[config.mk]
export PLATFORM = sky130hd
export DESIGN_NAME = lpm_prune
export DESIGN_NICKNAME = d
export VERILOG_FILES = /design/src/rtl/lpm_pkg.sv /design/src/rtl/lpm_extend.sv /design/src/rtl/lpm_min8to4.sv /design/src/rtl/lpm_prune.sv
export SDC_FILE = /design/constraint.sdc
export NUM_CORES = 2
export LEC_CHECK = 0
export BUFFER_PORTS_ARGS = -buffer_cell sky130_fd_sc_hd__buf_2
export CORE_MARGIN = 3
export CORE_UTILIZATION = 40
export DETAILED_ROUTE_END_ITERATION = 6
export PLACE_DENSITY_LB_ADDON = 0.08
export SLEW_MARGIN = 40
export SYNTH_ARGS = -nofsm -noshare
export SYNTH_HDL_FRONTEND = slang
export SYNTH_SLANG_ARGS = --single-unit
[constraint.sdc]
create_clock -name clk -period 15.85 [get_ports clk]
set_input_delay 1.585 -clock clk [delete_from_list [all_inputs] [get_ports clk]]
set_output_delay 1.585 -clock clk [all_outputs]
set_load 0.02 [all_outputs]
[src/rtl/lpm_pkg.sv]
package lpm_pkg;
    localparam int LIST  = 4;              // decoding paths
    localparam int NPP   = 4;              // node metrics offered per path
    localparam int NEXT  = LIST * NPP;     // extended metrics per step
    localparam int IDXW  = $clog2(NEXT);   // entry index width
    localparam int PW    = $clog2(LIST);   // path index width
    localparam int HALF  = NEXT / 2;       // inputs per first-tier selector
endpackage

[src/rtl/lpm_extend.sv]
module lpm_extend
    import lpm_pkg::*;
#(
    parameter int MW = 10,
    parameter int CW = 8,
    localparam int KW = MW + IDXW + CW
) (
    input  logic [LIST-1:0][MW-1:0] pm_i,
    input  logic [NEXT-1:0][MW-1:0] nm_i,
    input  logic [NEXT-1:0][CW-1:0] code_i,
    input  logic [LIST-1:0]         en_i,
    output logic [NEXT-1:0][KW-1:0] key_o
);
    // key = {metric, entry index, code}; the index makes every key unique
    for (genvar i = 0; i < NEXT; i++) begin : g_ext
        localparam int P = i / NPP;
        logic [MW:0]   sum;
        logic [MW-1:0] met;
        assign sum = {1'b0, pm_i[P]} + {1'b0, nm_i[i]};
        assign met = (!en_i[P] || sum[MW]) ? {MW{1'b1}} : sum[MW-1:0];
        assign key_o[i] = {met, IDXW'(i), code_i[i]};
    end
endmodule

[src/rtl/lpm_min8to4.sv]
module lpm_min8to4 #(
    parameter int KW = 22
) (
    input  logic [7:0][KW-1:0] in_i,
    output logic [3:0][KW-1:0] out_o
);
    function automatic logic [3:0][KW-1:0] cx(input logic [3:0][KW-1:0] v,
                                              input int lo, input int hi);
        logic [3:0][KW-1:0] r;
        r = v;
        if (v[hi] < v[lo]) begin
            r[lo] = v[hi];
            r[hi] = v[lo];
        end
        return r;
    endfunction

    function automatic logic [3:0][KW-1:0] sort4(input logic [3:0][KW-1:0] v);
        logic [3:0][KW-1:0] a;
        a = cx(v, 0, 1);
        a = cx(a, 2, 3);
        a = cx(a, 0, 2);
        a = cx(a, 1, 3);
        a = cx(a, 1, 2);
        return a;
    endfunction

    logic [3:0][KW-1:0] lo_s, hi_s, bit_s;

    always_comb begin
        lo_s = sort4(in_i[3:0]);
        hi_s = sort4(in_i[7:4]);
        // half-cleaner: the four smallest, as a bitonic sequence
        for (int i = 0; i < 4; i++) begin
            bit_s[i] = (lo_s[i] < hi_s[3-i]) ? lo_s[i] : hi_s[3-i];
        end
        bit_s = cx(bit_s, 0, 2);
        bit_s = cx(bit_s, 1, 3);
        bit_s = cx(bit_s, 0, 1);
        bit_s = cx(bit_s, 2, 3);
        out_o = bit_s;
    end
endmodule

[src/rtl/lpm_prune.sv]
module lpm_prune
    import lpm_pkg::*;
#(
    parameter int MW = 10,
    parameter int CW = 8
) (
    input  logic                    clk,
    input  logic                    rst_n,
    input  logic                    clear_i,
    input  logic                    start_i,
    input  logic [LIST-1:0]         path_en_i,
    input  logic [NEXT-1:0][MW-1:0] nm_i,
    input  logic [NEXT-1:0][CW-1:0] code_i,
    output logic                    valid_o,
    output logic [LIST-1:0][MW-1:0] pm_o,
    output logic [LIST-1:0][PW-1:0] parent_o,
    output logic [LIST-1:0][CW-1:0] code_o
);
    localparam int KW    = MW + IDXW + CW;
    localparam int M_LSB = IDXW + CW;

    typedef struct packed {
        logic                    s1_v;
        logic [NEXT-1:0][KW-1:0] s1_key;
        logic                    s2_v;
        logic [7:0][KW-1:0]      s2_key;
        logic                    s3_v;
        logic [3:0][KW-1:0]      s3_key;
        logic                    out_v;
        logic [LIST-1:0][MW-1:0] pm;
        logic [LIST-1:0][PW-1:0] par;
        logic [LIST-1:0][CW-1:0] code;
    } st_t;

    st_t st_d, st_q;

    logic [NEXT-1:0][KW-1:0] ext_key;
    logic [3:0][KW-1:0]      t1a, t1b, t2;
    logic                    busy;

    lpm_extend #(.MW(MW), .CW(CW)) i_ext (
        .pm_i   (st_q.pm),
        .nm_i   (nm_i),
        .code_i (code_i),
        .en_i   (path_en_i),
        .key_o  (ext_key)
    );

    lpm_min8to4 #(.KW(KW)) i_tier1a (.in_i(st_q.s1_key[HALF-1:0]),    .out_o(t1a));
    lpm_min8to4 #(.KW(KW)) i_tier1b (.in_i(st_q.s1_key[NEXT-1:HALF]), .out_o(t1b));
    lpm_min8to4 #(.KW(KW)) i_tier2  (.in_i(st_q.s2_key),              .out_o(t2));

    assign busy = st_q.s1_v | st_q.s2_v | st_q.s3_v;

    always_comb begin
        st_d       = st_q;
        st_d.out_v = 1'b0;

        st_d.s1_v = start_i && !busy;
        if (start_i && !busy) st_d.s1_key = ext_key;

        st_d.s2_v = st_q.s1_v;
        if (st_q.s1_v) st_d.s2_key = {t1b, t1a};

        st_d.s3_v = st_q.s2_v;
        if (st_q.s2_v) st_d.s3_key = t2;

        if (st_q.s3_v) begin
            st_d.out_v = 1'b1;
            for (int j = 0; j < LIST; j++) begin
                st_d.pm[j]   = st_q.s3_key[j][KW-1:M_LSB];
                st_d.par[j]  = st_q.s3_key[j][M_LSB-1:M_LSB-PW];
                st_d.code[j] = st_q.s3_key[j][CW-1:0];
            end
        end

        if (clear_i) begin
            st_d.s1_v  = 1'b0;
            st_d.s2_v  = 1'b0;
            st_d.s3_v  = 1'b0;
            st_d.out_v = 1'b0;
            st_d.pm    = '0;
        end
    end

    always_ff @(posedge clk or negedge rst_n) begin
        if (!rst_n) st_q <= '0;
        else        st_q <= st_d;
    end

    assign valid_o  = st_q.out_v;
    assign pm_o     = st_q.pm;
    assign parent_o = st_q.par;
    assign code_o   = st_q.code;
endmodule

* Word level (Yosys, flattened, before mapping)
Index checks and enable logic that the tools add are counted.
** Storage, ports and cells
- Flip-flop bits (word level) :: 668
- Word-level logic and storage cells :: 232
** Cells by class
- Add/sub/neg operators :: 16
- Magnitude comparators :: 54
- Multiplexer cells :: 93
- Bitwise operators :: 2
- Reductions and logical operators :: 23
** Operators with widths (number)
- 22-bit < comparator :: 54
- 22-bit two-way mux :: 48
- 44-bit two-way mux :: 24
- 10-bit by 10-bit adder with 11-bit output :: 16
- 10-bit two-way mux :: 16
- 81-bit two-way mux :: 1
- 41-bit two-way mux :: 1
- 1-bit logical OR :: 16
- 1-bit logical NOT :: 5
- 1-bit two-way mux :: 3
- 1-bit OR :: 2
- 2-bit nonzero test :: 1
- 1-bit logical AND :: 1

* Longest topological paths before layout
- Word-level depth :: 12
- Mapped depth :: 95
- Gate-level depth less buffers :: 87

* By module
A second synthesis with hierarchy kept.
** Second synthesis, totals
- Cells, all modules :: 10488
- Area total of the unflattened synthesis :: 88548.7 sq um
** By module, submodules not included
- lpm_prune :: times used 1, cells each 1587, area each 26331.5 sq um
- lpm_min8to4 (i_tier1b) :: times used 1, cells each 2551, area each 17624.4 sq um
- lpm_min8to4 (i_tier1a) :: times used 1, cells each 2570, area each 17384.2 sq um
- lpm_min8to4 (i_tier2) :: times used 1, cells each 2514, area each 17382.9 sq um
- lpm_extend :: times used 1, cells each 1266, area each 9825.7 sq um

* Least setup slack after synthesis
OpenSTA, ideal clock, no wires.
- Path type :: register to register
- Start :: register st_q[568] (netlist name)
- End :: register st_q[344] (netlist name)
- Setup time :: 125 ps
- Arrival time :: 16798 ps
- Data required time :: 15725 ps
- Setup slack :: -1073 ps
- Cell stages (with the launch flop) :: 95
- Period minus slack after synthesis :: 16923 ps
- Path through :: dfrtp_1 inv_1 ha_1 a21o_1 a21o_1 a21o_1 a21o_1 a21oi_1 o31ai_1 a21o_1 a21o_1 a21oi_1 o21ai_0 a21oi_1 clkbuf_1 clkbuf_1 mux2i_1 inv_1 [... 59 more ...] mux2i_1 inv_1 ha_1 a21oi_1 nor2b_1 o21ai_0 nand2b_1 a21oi_1 nor2b_1 o21ai_0 nand2b_1 a2111oi_0 a21oi_1 inv_1 a31oi_1 clkbuf_1 mux2i_1 mux2_2
** On the way
- Longest elaborated chain between the ends :: 12
- Elaborated cells between the ends (all ways) :: 24
- Classes of those cells :: order compare (11); mux (13)
** RTL lines
- start: declaration :: RTL line lpm_prune.sv:35 : st_t st_d, st_q;
- start signal: assignment :: RTL line lpm_prune.sv:88 : else st_q <= st_d;
- 22-bit < comparator :: RTL line lpm_min8to4.sv:11 : if (v[hi] < v[lo]) begin
- 44-bit two-way mux * :: RTL line lpm_min8to4.sv:11
- 22-bit < comparator :: RTL line lpm_min8to4.sv:11
- 22-bit two-way mux :: RTL line lpm_min8to4.sv:11
- 22-bit < comparator :: RTL line lpm_min8to4.sv:11
- 44-bit two-way mux :: RTL line lpm_min8to4.sv:11
- 22-bit < comparator :: RTL line lpm_min8to4.sv:35 : bit_s[i] = (lo_s[i] < hi_s[3-i]) ? lo_s[i] : hi_s[3-i];
- 22-bit two-way mux :: RTL line lpm_min8to4.sv:35
- 22-bit < comparator :: RTL line lpm_min8to4.sv:11
- 22-bit two-way mux :: RTL line lpm_min8to4.sv:11
- 22-bit < comparator :: RTL line lpm_min8to4.sv:11
- 44-bit two-way mux * :: RTL line lpm_min8to4.sv:11
Every way passes the cells marked *; elsewhere a longest branch is shown, timed or not.
A chain may end at the register's enable or synchronous reset.

* Worst setup path in the final report
- Start :: register st_q[406] (netlist name)
- End :: register st_q[179] (netlist name)
Same word-level chain as after synthesis.

==> metrics.cfg <==
[worst_setup_path]
cp.arrival_ns = 15.77
critPathMaxFanout = 25
critPathRequiredTime_ns = 16.40
crit_type = reg -> reg
cp_common_cell = a21oi_1
path_buf_inv = 16
crit_path_start_kind = register
crit_path_end_kind = register
slowest_delay_ns = 0.58
rr_worst_depth = 79
crit_family = compound AO/OA/AOI/OAI gates
worst-path-stages = 79
cpMaxStageDelayCell = or4_1

[placed_design]
dp_hpwl_mm = 259.0
port_buffers = 376
gp_congestion = 0.9844
dpl_cell_area_um2 = 89510

[grt]
grt_use_total_pct = 30.32
grt_max_degree = 122
grt_overflow = 0
grt_pass1_vias = 71200
grt_pass1_wl_mm = 445.6
antenna_found_initial = 6

[cts]
clk_pin_slew_ns = 0.06
htree_levels = 3
clk_latency_ns = 0.73
cts_buffers = 78
tritoncts = done
clock_sinks = 625
cts_hold_buf = 0
clock-root-buffer = clkbuf_16
clockBufferDepth = 3

[yosys]
synth_common_cells = inv_1 (1,197), ha_1 (1,187), a21oi_1 (995)
ys_top_cells_by_area = dfrtp_1 (21%), ha_1 (20%), mux2i_1 (13%)
syn_area_um2 = 75760
ys_types = 100
synth_edf_count = 0
avgSynthCellArea_um2 = 8.150
seq_area_frac_synth_pct = 20.64
synth_top_flop_cell = dfrtp_1
synth-seq-cells = 625
synth.most_common_cell = inv_1
syn-num-nets = 10790
yosys_warnings = 0
ys_async_sr_fraction_pct = 100.0
netlist_instances = 9295
yosys.area.top_type = dfrtp_1
synth_top_cell_area_share_pct = 20.64

[detailed_routing]
wirelength_mm = 306.5
first_pass_iters = 6
routed-via-count = 73280
ant_nets = 0
wl_per_cell_um = 23.20
vias_per_cell = 5.548
drc = 0
first_iter_violations = 4783

[timing]
skew_ns = 0.07249
relSlewSlack_pct = 36.61
tightest_slew_ns = 0.9467
drv_slew = 0
hold_violations = 0
period_share_pct = 96.00
period_minus_slack_ns = 15.22
setup_viol = 0
fmax_mhz = 65.72

[finish]
final_net_count = 12150
num-fill-cells = 18240
syn_to_final_growth_pct = 24.46
drive_gt1_share_pct = 22.75
fin_area_um2 = 94290

[floorplanning]
die_x_um = 441.2
core.rowCount = 159
io_pins = 377
core_um2 = 188000
dieArea_um2 = 194700
die_h_um = 441.2
initial_utilization_pct = 40.30

[outcome]
outcome = completed

[worst_hold_path]
hp-class = reg -> reg
min_path_cells = 1

[flow_run]
maxCapViolCount = 0

-- worst paths after layout --
path	start	endpoint	slack (ns)
max	st_q[406]	st_q[179]	0.63
min	st_q[103]	st_q[103]	0.47
max reg2reg	st_q[406]	st_q[179]	0.63
min reg2reg	st_q[103]	st_q[103]	0.47
max in group asynchronous	rst_n	st_q[151]	11.62
min in group asynchronous	rst_n	st_q[593]	0.79
-- cells in the final DEF (no fill, tap or decap), types with 107 or more instances in the layout --
master       n
o21ai_0    482
mux2_2     217
a21o_1     270
nand4_1    146
nand2_1    422
mux2i_1    918
a21oi_1    907
nor2b_1    120
ha_1      1186
o22a_1     140
buf_2      376
nand2b_1   116
buf_4     1292
dfrtp_1    621
nor2_1     739
nand3_1    107
inv_1     1196
-- stage by stage --
step	hold slack (ns)	setup TNS (ns)	util, %	cells	setup WS (ns)
6_report	0.4741	0	50.15	13210	0.6336
3_5_place_dp	0.4631	-0.5749	47.61	12990	-0.06148
2_1_floorplan	0.4456	0	-	9295	0.01000
4_1_cts	0.4775	0	49.09	13140	0.0005453
5_1_grt	0.5154	-5.496	50.15	13210	-0.1179
3_3_place_gp	0.4741	0	47.56	12990	0.03487
-- worst register-to-register path: cells and delay by family (launching register included) --
| family | cells | cell delay [ns] |
|---|---|---|
| AO/OA/AOI/OAI | 38 | 7.68 |
| AND/OR/NAND/NOR | 18 | 2.48 |
| adder cells (fa/ha/maj) | 6 | 1.91 |
| flip-flops | 1 | 0.42 |
| multiplexers | 1 | 0.22 |
| buffers and inverters | 16 | 2.33 |
-- per-layer routing --
metal  part of all wire [%]  GRT usage [%]
met4                    4.6          11.97
met3                    4.9          3.327
met1                     44          39.05
met5                 0.0088              0
met2                     47          51.76
-- area by class of cell --
type / instances / area (µm²) / share of cell area [%]
Timing Repair Buffer: 1767 / 13330 / 14.14
Clock inverter: 34 / 496.7 / 0.5268
Multi-Input combinational cell: 6978 / 54960 / 58.29
Antenna cell: 1 / 2.502 / 0.002654
Clock buffer: 109 / 2218 / 2.353
Tap cell: 2495 / 3122 / 3.311
Inverter: 1199 / 4502 / 4.775
Sequential cell: 625 / 15650 / 16.60
-- timing repair --
action	CTS	global route
cloned	0	15
pin swaps	1	45
buffers inserted	5	53
setup endpoints to repair	132	248
gates resized for setup	7	327
-- flip-flops by register name, indices dropped and copies added (netlist names) --
signal and count:
code_o 32, st_q 544, valid_o 1, pm_o 40
parent_o 8
-- cells by family (layout without fill, tap and decap cells) --
group,count (synthesis),in the layout,share of synthesized area [%]
flip-flops,625,625,20.64
adder cells (fa/ha/maj),1206,1206,20.07
buffers and inverters,1698,3109,8.854
XOR/XNOR,133,133,1.538
AO/OA/AOI/OAI,2503,2508,20.64
multiplexers,1195,1195,16.16
AND/OR/NAND/NOR,1935,1936,12.09
other,0,1,0
Power is not shown: default switching activity piles up to over one toggle a cycle in this logic, so the estimate is an artifact.
